`config.mk`:
```
export PLATFORM = sky130hd
export DESIGN_NAME = async_rx_unit
export DESIGN_NICKNAME = d
export VERILOG_FILES = /design/src/rtl/async_rx_pkg.sv /design/src/rtl/rx_line_sync.sv /design/src/rtl/rx_bit_timer.sv /design/src/rtl/rx_frame_fsm.sv /design/src/rtl/rx_status_regs.sv /design/src/rtl/async_rx_unit.sv
export SDC_FILE = /design/constraint.sdc
export NUM_CORES = 1
export LEC_CHECK = 0
export ABC_CLOCK_PERIOD_IN_PS = 3300
export CORE_ASPECT_RATIO = 0.5
export CORE_MARGIN = 10
export CORE_UTILIZATION = 37
export DETAILED_ROUTE_END_ITERATION = 12
export PLACE_DENSITY = 0.67
export SETUP_SLACK_MARGIN = 0.02
export SLEW_MARGIN = 30
export SYNTH_ARGS = -nofsm -noshare
export SYNTH_HDL_FRONTEND = slang
export SYNTH_SLANG_ARGS = --single-unit
```
`constraint.sdc`:
```
create_clock -name clk -period 3.3 [get_ports clk]
set_clock_uncertainty 0.1 [all_clocks]
set_input_delay 0.66 -clock clk [delete_from_list [all_inputs] [get_ports clk]]
set_output_delay 0.66 -clock clk [all_outputs]
set_load 0.01 [all_outputs]
```
`src/rtl/async_rx_pkg.sv`:
```
package async_rx_pkg;

  typedef enum logic [1:0] {
    PM_NONE = 2'b00,
    PM_ZERO = 2'b01,
    PM_ODD  = 2'b10,
    PM_EVEN = 2'b11
  } par_mode_e;

  typedef enum logic [2:0] {
    ST_IDLE,
    ST_START,
    ST_DATA,
    ST_PAR,
    ST_STOP
  } rx_state_e;

  localparam int unsigned MAX_DATA_W = 16;

  // two-of-three vote
  function automatic logic maj3(input logic [2:0] s);
    return (s[0] & s[1]) | (s[1] & s[2]) | (s[0] & s[2]);
  endfunction

  // high when the received parity bit disagrees with the selected mode
  function automatic logic parity_fail(input logic [MAX_DATA_W-1:0] d,
                                       input logic pbit,
                                       input par_mode_e m);
    logic odd_ones;
    odd_ones = (^d) ^ pbit;
    case (m)
      PM_ODD:  return !odd_ones;
      PM_EVEN: return odd_ones;
      default: return 1'b0;
    endcase
  endfunction

endpackage

```
`src/rtl/rx_line_sync.sv`:
```
module rx_line_sync #(
  parameter int unsigned STAGES = 2
) (
  input  logic clk,
  input  logic rst_n,
  input  logic clr,
  input  logic d,
  output logic q
);
  logic [STAGES-1:0] chain_q;

  generate
    if (STAGES == 1) begin : g_single
      always_ff @(posedge clk or negedge rst_n) begin
        if (!rst_n)   chain_q <= 1'b1;
        else if (clr) chain_q <= 1'b1;
        else          chain_q <= d;
      end
    end else begin : g_chain
      always_ff @(posedge clk or negedge rst_n) begin
        if (!rst_n)   chain_q <= '1;
        else if (clr) chain_q <= '1;
        else          chain_q <= {chain_q[STAGES-2:0], d};
      end
    end
  endgenerate

  assign q = chain_q[STAGES-1];
endmodule

```
`src/rtl/rx_bit_timer.sv`:
```
module rx_bit_timer
  import async_rx_pkg::*;
#(
  parameter int unsigned OVS = 16
) (
  input  logic clk,
  input  logic rst_n,
  input  logic run,
  input  logic tick,
  input  logic rx_s,
  output logic mid_hit,
  output logic samp_hit,
  output logic bit_end,
  output logic maj_bit
);
  localparam int unsigned MID = OVS / 2;
  localparam int unsigned CW  = $clog2(OVS + 1);
  localparam logic [CW-1:0] K_LO  = CW'(MID - 1);
  localparam logic [CW-1:0] K_MID = CW'(MID);
  localparam logic [CW-1:0] K_HI  = CW'(MID + 1);
  localparam logic [CW-1:0] K_END = CW'(OVS);

  logic [CW-1:0] cnt_q;
  logic [CW-1:0] cnt_nx;
  logic [1:0]    win_q;
  logic          in_window;

  assign cnt_nx    = cnt_q + 1'b1;
  assign in_window = (cnt_nx == K_LO) || (cnt_nx == K_MID);

  assign mid_hit  = run && tick && (cnt_nx == K_MID);
  assign samp_hit = run && tick && (cnt_nx == K_HI);
  assign bit_end  = run && tick && (cnt_nx == K_END);
  assign maj_bit  = maj3({win_q, rx_s});

  always_ff @(posedge clk or negedge rst_n) begin
    if (!rst_n) begin
      cnt_q <= '0;
      win_q <= 2'b11;
    end else if (!run) begin
      cnt_q <= '0;
    end else if (tick) begin
      cnt_q <= (cnt_nx == K_END) ? '0 : cnt_nx;
      if (in_window) win_q <= {win_q[0], rx_s};
    end
  end

  // tick counter never leaves one bit period
  p_cnt_in_bit_r3: assert property (@(posedge clk) disable iff (!rst_n)
    cnt_q < K_END);

  // the vote strobe follows the mid strobe within the same bit
  p_samp_after_mid_r3: assert property (@(posedge clk) disable iff (!rst_n)
    samp_hit |-> (cnt_q == K_MID));
endmodule

```
`src/rtl/rx_frame_fsm.sv`:
```
module rx_frame_fsm
  import async_rx_pkg::*;
#(
  parameter int unsigned DATA_W = 8
) (
  input  logic              clk,
  input  logic              rst_n,
  input  logic              active,
  input  logic              rx_s,
  input  par_mode_e         par_cfg,
  input  logic              mid_hit,
  input  logic              samp_hit,
  input  logic              bit_end,
  input  logic              maj_bit,
  output logic              run,
  output logic              frame_end,
  output logic [DATA_W-1:0] frame_data,
  output logic              frame_par_err,
  output logic              frame_frm_err
);
  localparam int unsigned IW = (DATA_W > 1) ? $clog2(DATA_W) : 1;
  localparam logic [IW-1:0] LAST_IDX = IW'(DATA_W - 1);

  rx_state_e         st_q, st_d;
  logic [IW-1:0]     idx_q;
  logic [DATA_W-1:0] sh_q;
  logic              pbit_q;
  logic              last_bit;
  logic              start_abort;

  assign last_bit    = (idx_q == LAST_IDX);
  assign start_abort = (st_q == ST_START) && mid_hit && rx_s;

  always_comb begin
    st_d = st_q;
    if (!active) begin
      st_d = ST_IDLE;
    end else begin
      case (st_q)
        ST_IDLE:  if (!rx_s) st_d = ST_START;
        ST_START: begin
          if (start_abort)  st_d = ST_IDLE;
          else if (bit_end) st_d = ST_DATA;
        end
        ST_DATA:  if (bit_end && last_bit)
                    st_d = (par_cfg == PM_NONE) ? ST_STOP : ST_PAR;
        ST_PAR:   if (bit_end) st_d = ST_STOP;
        ST_STOP:  if (samp_hit) st_d = ST_IDLE;
        default:  st_d = ST_IDLE;
      endcase
    end
  end

  always_ff @(posedge clk or negedge rst_n) begin
    if (!rst_n) begin
      st_q   <= ST_IDLE;
      idx_q  <= '0;
      sh_q   <= '0;
      pbit_q <= 1'b0;
    end else begin
      st_q <= st_d;
      if (st_q == ST_START)                 idx_q <= '0;
      else if (st_q == ST_DATA && bit_end)  idx_q <= idx_q + 1'b1;
      if (st_q == ST_DATA && samp_hit)
        sh_q <= (DATA_W > 1) ? {maj_bit, sh_q[DATA_W-1:1]} : DATA_W'(maj_bit);
      if (st_q == ST_PAR && samp_hit)       pbit_q <= maj_bit;
    end
  end

  assign run           = (st_q != ST_IDLE);
  assign frame_end     = active && (st_q == ST_STOP) && samp_hit;
  assign frame_data    = sh_q;
  assign frame_frm_err = !maj_bit;
  assign frame_par_err = parity_fail(MAX_DATA_W'(sh_q), pbit_q, par_cfg);

  // a high start sample returns to idle
  p_start_abort_r2: assert property (@(posedge clk) disable iff (!rst_n)
    (active && start_abort) |=> (st_q == ST_IDLE));

  // losing enable leaves the frame
  p_disable_idle_r11: assert property (@(posedge clk) disable iff (!rst_n)
    !active |=> (st_q == ST_IDLE));

  // the frame ends at the single stop sample
  p_single_stop_r6: assert property (@(posedge clk) disable iff (!rst_n)
    frame_end |=> (st_q == ST_IDLE));
endmodule

```
`src/rtl/rx_status_regs.sv`:
```
module rx_status_regs #(
  parameter int unsigned DATA_W = 8
) (
  input  logic              clk,
  input  logic              rst_n,
  input  logic              pwr_en,
  input  logic              frame_end,
  input  logic [DATA_W-1:0] frame_data,
  input  logic              par_err,
  input  logic              frm_err,
  input  logic              buf_rd,
  input  logic              stat_rd,
  output logic [DATA_W-1:0] rx_buf,
  output logic              buf_full,
  output logic              st_par,
  output logic              st_frm,
  output logic              st_ovr,
  output logic              rx_done,
  output logic              rx_err
);
  logic ovr_hit;
  logic store_hit;
  logic any_err;

  assign ovr_hit   = frame_end && buf_full && !buf_rd;
  assign store_hit = frame_end && !ovr_hit;
  assign any_err   = frame_end && (par_err || frm_err || ovr_hit);

  always_ff @(posedge clk or negedge rst_n) begin
    if (!rst_n) begin
      rx_buf   <= '0;
      buf_full <= 1'b0;
      st_par   <= 1'b0;
      st_frm   <= 1'b0;
      st_ovr   <= 1'b0;
      rx_done  <= 1'b0;
      rx_err   <= 1'b0;
    end else if (!pwr_en) begin
      rx_buf   <= '0;
      buf_full <= 1'b0;
      st_par   <= 1'b0;
      st_frm   <= 1'b0;
      st_ovr   <= 1'b0;
      rx_done  <= 1'b0;
      rx_err   <= 1'b0;
    end else begin
      if (store_hit)   rx_buf <= frame_data;
      if (store_hit)   buf_full <= 1'b1;
      else if (buf_rd) buf_full <= 1'b0;
      st_par  <= (frame_end && par_err) || (st_par && !stat_rd);
      st_frm  <= (frame_end && frm_err) || (st_frm && !stat_rd);
      st_ovr  <= ovr_hit || (st_ovr && !stat_rd);
      rx_done <= store_hit;
      rx_err  <= any_err;
    end
  end

  // power low clears everything
  p_pwr_clear_r1: assert property (@(posedge clk) disable iff (!rst_n)
    !pwr_en |=> (!buf_full && !st_par && !st_frm && !st_ovr && !rx_done && !rx_err));

  // overrun keeps the unread byte
  p_ovr_keeps_buf_r7: assert property (@(posedge clk) disable iff (!rst_n)
    (pwr_en && ovr_hit) |=> ($stable(rx_buf) && st_ovr && buf_full));

  // done is a single-cycle pulse and comes with a full buffer
  p_done_pulse_r8: assert property (@(posedge clk) disable iff (!rst_n)
    rx_done |=> !rx_done);
  p_done_full_r8: assert property (@(posedge clk) disable iff (!rst_n)
    rx_done |-> buf_full);

  // error is a single-cycle pulse
  p_err_pulse_r9: assert property (@(posedge clk) disable iff (!rst_n)
    rx_err |=> !rx_err);

  // a status read with no new event empties the status
  p_rd_clears_r10: assert property (@(posedge clk) disable iff (!rst_n)
    (stat_rd && !frame_end) |=> (!st_par && !st_frm && !st_ovr));
endmodule

```
`src/rtl/async_rx_unit.sv`:
```
module async_rx_unit
  import async_rx_pkg::*;
#(
  parameter int unsigned DATA_W      = 8,
  parameter int unsigned OVS         = 16,
  parameter int unsigned SYNC_STAGES = 2
) (
  input  logic              clk,
  input  logic              rst_n,
  input  logic              pwr_en,
  input  logic              rx_en,
  input  logic [1:0]        par_mode,
  input  logic              baud_tick,
  input  logic              rxd,
  input  logic              buf_rd,
  input  logic              stat_rd,
  output logic [DATA_W-1:0] rx_buf,
  output logic              buf_full,
  output logic              st_par,
  output logic              st_frm,
  output logic              st_ovr,
  output logic              rx_done,
  output logic              rx_err
);
  par_mode_e         par_cfg_q;
  logic              active;
  logic              rx_s;
  logic              run;
  logic              mid_hit, samp_hit, bit_end, maj_bit;
  logic              frame_end, frame_par_err, frame_frm_err;
  logic [DATA_W-1:0] frame_data;

  assign active = pwr_en && rx_en;

  // parity mode is only taken while reception is disabled
  always_ff @(posedge clk or negedge rst_n) begin
    if (!rst_n)      par_cfg_q <= PM_NONE;
    else if (!pwr_en) par_cfg_q <= PM_NONE;
    else if (!rx_en)  par_cfg_q <= par_mode_e'(par_mode);
  end

  rx_line_sync #(.STAGES(SYNC_STAGES)) sync_i (
    .clk (clk),
    .rst_n (rst_n),
    .clr (!pwr_en),
    .d   (rxd),
    .q   (rx_s)
  );

  rx_bit_timer #(.OVS(OVS)) timer_i (
    .clk      (clk),
    .rst_n    (rst_n),
    .run      (run),
    .tick     (baud_tick),
    .rx_s     (rx_s),
    .mid_hit  (mid_hit),
    .samp_hit (samp_hit),
    .bit_end  (bit_end),
    .maj_bit  (maj_bit)
  );

  rx_frame_fsm #(.DATA_W(DATA_W)) fsm_i (
    .clk           (clk),
    .rst_n         (rst_n),
    .active        (active),
    .rx_s          (rx_s),
    .par_cfg       (par_cfg_q),
    .mid_hit       (mid_hit),
    .samp_hit      (samp_hit),
    .bit_end       (bit_end),
    .maj_bit       (maj_bit),
    .run           (run),
    .frame_end     (frame_end),
    .frame_data    (frame_data),
    .frame_par_err (frame_par_err),
    .frame_frm_err (frame_frm_err)
  );

  rx_status_regs #(.DATA_W(DATA_W)) stat_i (
    .clk        (clk),
    .rst_n      (rst_n),
    .pwr_en     (pwr_en),
    .frame_end  (frame_end),
    .frame_data (frame_data),
    .par_err    (frame_par_err),
    .frm_err    (frame_frm_err),
    .buf_rd     (buf_rd),
    .stat_rd    (stat_rd),
    .rx_buf     (rx_buf),
    .buf_full   (buf_full),
    .st_par     (st_par),
    .st_frm     (st_frm),
    .st_ovr     (st_ovr),
    .rx_done    (rx_done),
    .rx_err     (rx_err)
  );

  // the latched mode holds while reception is enabled
  p_cfg_hold_r5: assert property (@(posedge clk) disable iff (!rst_n)
    (pwr_en && rx_en) |=> $stable(par_cfg_q));
endmodule

```
# == Yosys cells after proc, flatten, opt, wreduce, memory -nomap -nowiden ==
# Cells that the tools add are included.
# W data, S select, Z words.
# op_classes
n_addsub,2
n_eq_ne,20
muxes,28
bitwise_logic,6
reduce_logical,40
# op_table
op,n
$mux W3,10
$logic_and A1 B1 Y1,22
$mux W8,2
$reduce_xor A16 Y1,1
$mux W5,3
$pmux W3 S5,1
$ne A3 B3 Y1 const B,4
$eq A5 B4 Y1 const B,2
$mux W1,8
$eq A3 B2 Y1 const B,2
$eq A3 B3 Y1 const B,2
$logic_or A1 B1 Y1,6
$mux W2,3
$add A5 B1 Y5 const B,1
$eq A5 B3 Y1 const B,1
$eq A5 B5 Y1 const B,1
$logic_not A1 Y1,5
$reduce_and A5 Y1,1
$eq A2 B2 Y1 const B,2
$ne A2 B2 Y1 const B,2
$ne A4 B4 Y1 const B,1
$add A3 B1 Y3 const B,1
$and A1 B1 Y1,3
$eq A3 B1 Y1 const B,1
10 further kinds,11
# word_totals
regBits,40
input_bits,10

# == Depth between registers and ports, before layout ==
# depth
depth_word,10
mapped_depth,7
depth_no_buf,7

# == Cells and area by module ==
# A second synthesis with hierarchy kept.
# unflattened
cells_unflattened,202
hier_area_um2,2152.1
# modules_own_cells
mod,instances,cells_per_inst,area_per_inst_um2,seq_area_each_um2
rx_frame_fsm,1,74,835.8,375.4
rx_status_regs,1,55,603.1,350.3
rx_bit_timer,1,61,559.3,177.7
async_rx_unit,1,8,88.8,50.0
rx_line_sync,1,4,65.1,52.6

# == Worst setup path before layout ==
# Ideal clock, no wire load.
# synth_path
path_type,reg-to-reg
startpoint,reg timer_i.cnt_q[1]
endpoint,reg fsm_i.sh_q[2] (netlist: fsm_i.frame_data[2])
setup_ps,125
arrival_time_ps,2015
slack_ps,1060
path_stages_with_launch,7
n_path_buf,0
synth_period_minus_slack_ps,2240
path_cell_list,dfrtp_1 ha_1 a21oi_1 o221a_4 o21ai_4 nor3_4 mux2_4
# synth_via
elab_chain_len,4
# synth_rtl
element,line_no,text
"start, declared",rx_bit_timer.sv:23,logic [CW-1:0] cnt_q;
"start signal, assigned",rx_bit_timer.sv:43,cnt_q <= (cnt_nx == K_END) ? '0 : cnt_nx;
$add A5 B1 Y5,rx_bit_timer.sv:28,assign cnt_nx = cnt_q + 1'b1;
$eq A5 B4 Y1,rx_bit_timer.sv:32,assign samp_hit = run && tick && (cnt_nx == K_HI);
$logic_and A1 B1 Y1,rx_bit_timer.sv:32,
$logic_and A1 B1 Y1,rx_frame_fsm.sv:64,if (st_q == ST_DATA && samp_hit)
"end signal, assigned",rx_frame_fsm.sv:65,"sh_q <= (DATA_W > 1) ? {maj_bit, sh_q[DATA_W-1:1]} : DATA_W'(maj_bit);"
"end, declared",rx_frame_fsm.sv:26,logic [DATA_W-1:0] sh_q;
# Every way passes these cells.
# A chain may end at the register's enable or synchronous reset.

# == Worst setup path after layout ==
# layout_path
startpoint,in baud_tick
endpoint,reg fsm_i.sh_q[3] (netlist: fsm_i.frame_data[3])
# layout_via
elab_chain_len,3
# layout_rtl
element,line_no,text
"start, declared",async_rx_unit.sv:13,"input logic baud_tick,"
$logic_and A1 B1 Y1 (2 in a row),rx_bit_timer.sv:32,
$logic_and A1 B1 Y1,rx_frame_fsm.sv:64,
# Every way passes these cells.

==> results by stage <==
Power and ir drop:
- The design draws 1030 µW.
- The worst-case vdd ir drop is 0.000181 V.
- The static leakage power is 0.00114 µW.
- The power density normalized to cell area is 392 mW/mm².

Floorplanning:
- The overall die height is 74.8 µm.
- The total number of placement rows is 19.
- The initial utilization of the core area, before any placement, comes to 0.394.
- The area of the core region is around 0.0056 mm².
- The floorplan step defined a die boundary enclosing 0.00968 mm².
- For this design the top-level I/O count stands at 24.
- The die width is 130 µm.

Detailed routing:
- The detailed-router iteration count before antenna repair is 4.
- The post-detailed-route count of antenna-violating nets is 0.
- The initial detailed-routing violation count is 88.
- In the routed layout, each cell is associated on average with a via count of 5.12.
- The total via count in the routed design is 1541.
- The wire length reported by the detailed router is 4.59 mm.
- Dividing the detail-routed wire length by the instance count gives 15.2 µm.
- The number of design rule violations left after detail routing is 0.

Clock network:
- The clock transition at the registers of the reported paths is 0.06 ns.
- The worst-case clock buffer depth is 2.
- After clock tree synthesis, the setup repair step added 0 buffers.
- The tree is rooted in a clkbuf_16.
- The total of cells resized after clock tree synthesis is 0.
- Clock latency on the worst-skew pair, taken at its later pin, is slightly below 0.3 ns.
- The number of buffers inserted for hold repair after clock tree synthesis is 0.
- The CTS tree is yes.
- Buffers inserted during clock tree synthesis total 5.
- The H-tree generated during clock tree synthesis spans 2 levels.
- The clock net sink count is 40.

Global route:
- The via count of the first global-routing pass is 1606.
- Global routing finished with a remaining overflow of 0.
- For this run, global-route usage on met2 was measured as 0.167.
- The layer flagged by global routing as most heavily used is met2.
- The first global-routing pass estimated 8.06 mm of wire.
- For met1 alone, demand over resource in global routing was 0.131.
- For this run, the total global-route usage over all layers was measured as 0.104.
- For met3 alone, demand over resource in global routing was 0.0280.
- The maximum number of pins on one net before global-route repair is 41.
- The number of antenna violations at the first check in global routing was 0.

STA:
- In the final timing run, aggregate negative setup slack is 0 ns.
- In the finished design, the share of the clock period the worst path needs comes to 0.802.
- Setup repair after global routing left no endpoint under its margin.
- The max-slew violation count is 0.
- Setup violations remaining at the end of the flow were counted as 0.
- Derived from the worst setup path, the maximum achievable clock frequency is 378 MHz.
- The actual transition at the worst max-transition pin is about 0.62 ns.
- The worst slew margin relative to its limit is 0.586.
- The final critical-path required period is 2.65 ns.
- The number of failing hold endpoints at the final stage is 0.

Setup path:
- The category of the critical setup timing path is primary input to flop.
- The worst setup path is captured at a flop.
- The slack of the worst reg-to-reg path is approximately 0.80 ns.
- The capture point of the worst reg-to-reg path is fsm_i.frame_data[3]$_DFFE_PN0P_.
- Of all nets on the critical path, the largest fanout is 9.
- The critical path startpoint category is a primary input.
- The path depth of the worst reg2reg path is 6.
- The critical path starts at baud_tick.
- The beginning of the worst register-to-register path is timer_i.cnt_q[1]$_DFFE_PN0P_.
- For the worst setup path, the data arrival time is 2.72 ns.
- At the worst endpoint, the required time is 3.37 ns.

Finish:
- The sequential standard cell area is approximately 0.0010 mm².
- The multi-input combinational cells in the finished layout cover a total of between 0.001 and 0.0015 mm².
- In the final design database the tool counted between 200 and 250 nets.
- In the layout the commonest cells are dfrtp_1 (36), clkdlybuf4s50_1 (22), nand2_1 (21).
- The fraction of final layout cells with drive strength greater than 1 is 0.154.
- The synthesis-to-layout area growth is 19.0%.
- Counting the fill cells in the layout gives 523.
- 0 antenna diodes ended up in the layout.
- The commonest non-fill, non-tap cell in the layout is dfrtp_1.

Worst hold path:
- The class of the tightest hold or removal check is primary input to async pin.

Status:
- The flow ran to the end, and the final reports show no timing, DRC or antenna violations.

Placed design:
- The HPWL after detailed placement is about 3.4 mm.
- At the end of routability-driven placement, the weighted congestion stood at 0.816.
- Port buffering added 23 buffers.

Yosys:
- The post-synthesis instance area is approximately 0.0022 mm².
- Counting flops with a built-in enable in the synthesized netlist gives 0.
- The part of the Yosys area used for sequential elements is 0.453.
- The proportion of register bits with asynchronous set or reset after synthesis is 1.00.
- The post-synthesis net count is 220.
- The netlist uses 55 different library cells.
- The Yosys step of the flow raised 0 warnings.
- The number of instances in the synthesized netlist is 204.
- For this run, the leading register cell type out of synthesis is dfrtp_1.
- The mean post-synth cell area is 10.9 µm².
- The flip-flop and latch count after synthesis is 40.

Job:
- The tool flagged a number of max-cap violations equal to 0.
synthesized netlist by cell type (2+ instances only):
library cell | instances | area share
nand3_1 | 3 | 0.0068
ha_1 | 6 | 0.034
nand4_1 | 4 | 0.011
mux2_4 | 5 | 0.034
buf_2 | 3 | 0.0068
nor2b_1 | 4 | 0.011
a21oi_1 | 3 | 0.0068
dfstp_2 | 4 | 0.047
nor2_1 | 15 | 0.025
mux2_1 | 2 | 0.010
o21ai_1 | 3 | 0.0068
nand2b_1 | 3 | 0.0085
dfrtp_1 | 36 | 0.41
nor3_1 | 6 | 0.014
and3_1 | 3 | 0.0085
a21boi_0 | 2 | 0.0068
mux2_2 | 4 | 0.020
xnor2_1 | 7 | 0.028
nand3b_1 | 2 | 0.0068
buf_6 | 3 | 0.015
o21ai_0 | 5 | 0.011
xor2_1 | 5 | 0.020
nand2_1 | 21 | 0.036
inv_1 | 10 | 0.017
mux2i_1 | 13 | 0.059
a31oi_1 | 2 | 0.0056
buf_4 | 2 | 0.0068
how the worst max path moves through the flow:
stage	endpoint	cells past startpoint
after floorplan	fsm_i.frame_data[2]$_DFFE_PN0P_	6
after global placement	fsm_i.frame_data[2]$_DFFE_PN0P_	6
after detailed placement	fsm_i.frame_data[2]$_DFFE_PN0P_	6
after CTS	fsm_i.frame_data[3]$_DFFE_PN0P_	6
after global routing	fsm_i.frame_data[2]$_DFFE_PN0P_	6
final	fsm_i.frame_data[3]$_DFFE_PN0P_	6
kinds of logic (layout without fill, tap and decap cells):
logic type,Yosys count,count (layout),share of synthesized area
compound gates,28,28,0.0976
xor+xnor,14,14,0.0649
simple gates,72,72,0.175
mux,24,24,0.123
flops,40,40,0.453
fa+ha+maj,7,7,0.0384
buf+inv,19,43,0.0474
routing by layer:
metal	wire length, µm	up-vias	share of wire
li1	-	753	-
met3	187	8	0.041
met5	0	-	0
met1	2190	756	0.48
met4	65	0	0.014
met2	2150	24	0.47
area by class of cell:
type	count	area share
Sequential cell	40	0.381
Multi-Input combinational cell	145	0.420
Clock buffer	6	0.0526
Clock inverter	2	0.00569
Timing Repair Buffer	25	0.0920
Tap cell	73	0.0346
Inverter	10	0.0142
stage by stage:
step	setup slack, ns	instance area, µm²	util	hold slack, ns	instances
2_1_floorplan	1.06	2220	-	0.264	204
3_3_place_gp	0.430	2480	0.441	0.373	293
3_5_place_dp	0.388	2480	0.441	0.370	293
4_1_cts	0.681	2640	0.468	0.384	301
5_1_grt	0.546	2640	0.468	0.280	301
6_report	0.655	2640	0.468	0.238	301
worst max-delay path, stage by stage:
cell,delay [ns]
clkdlybuf4s50_1,0.68
o31a_1,0.24
and3_4,0.22
o21ai_4,0.08
nor3_4,0.49
mux2_4,0.35
where the power goes:
part / internal, µW / leakage [µW] / switching, µW
Combinational: 17.6 / 0.000540 / 23.0
Clock: 300 / 0.0000691 / 195
Sequential: 494 / 0.000528 / 3.50
Total: 812 / 0.00114 / 221
sequential cells by signal, indices dropped and copies added, names as in the netlist, 2 cells and up:
| name | cells |
|---|---|
| fsm_i.frame_data | 8 |
| stat_i.rx_buf | 8 |
| timer_i.cnt_q | 5 |
| fsm_i.idx_q | 3 |
| fsm_i.st_q | 3 |
| par_cfg_q | 2 |
| sync_i.chain_q | 2 |
| timer_i.win_q | 2 |
(Power assumes the default switching activity.)
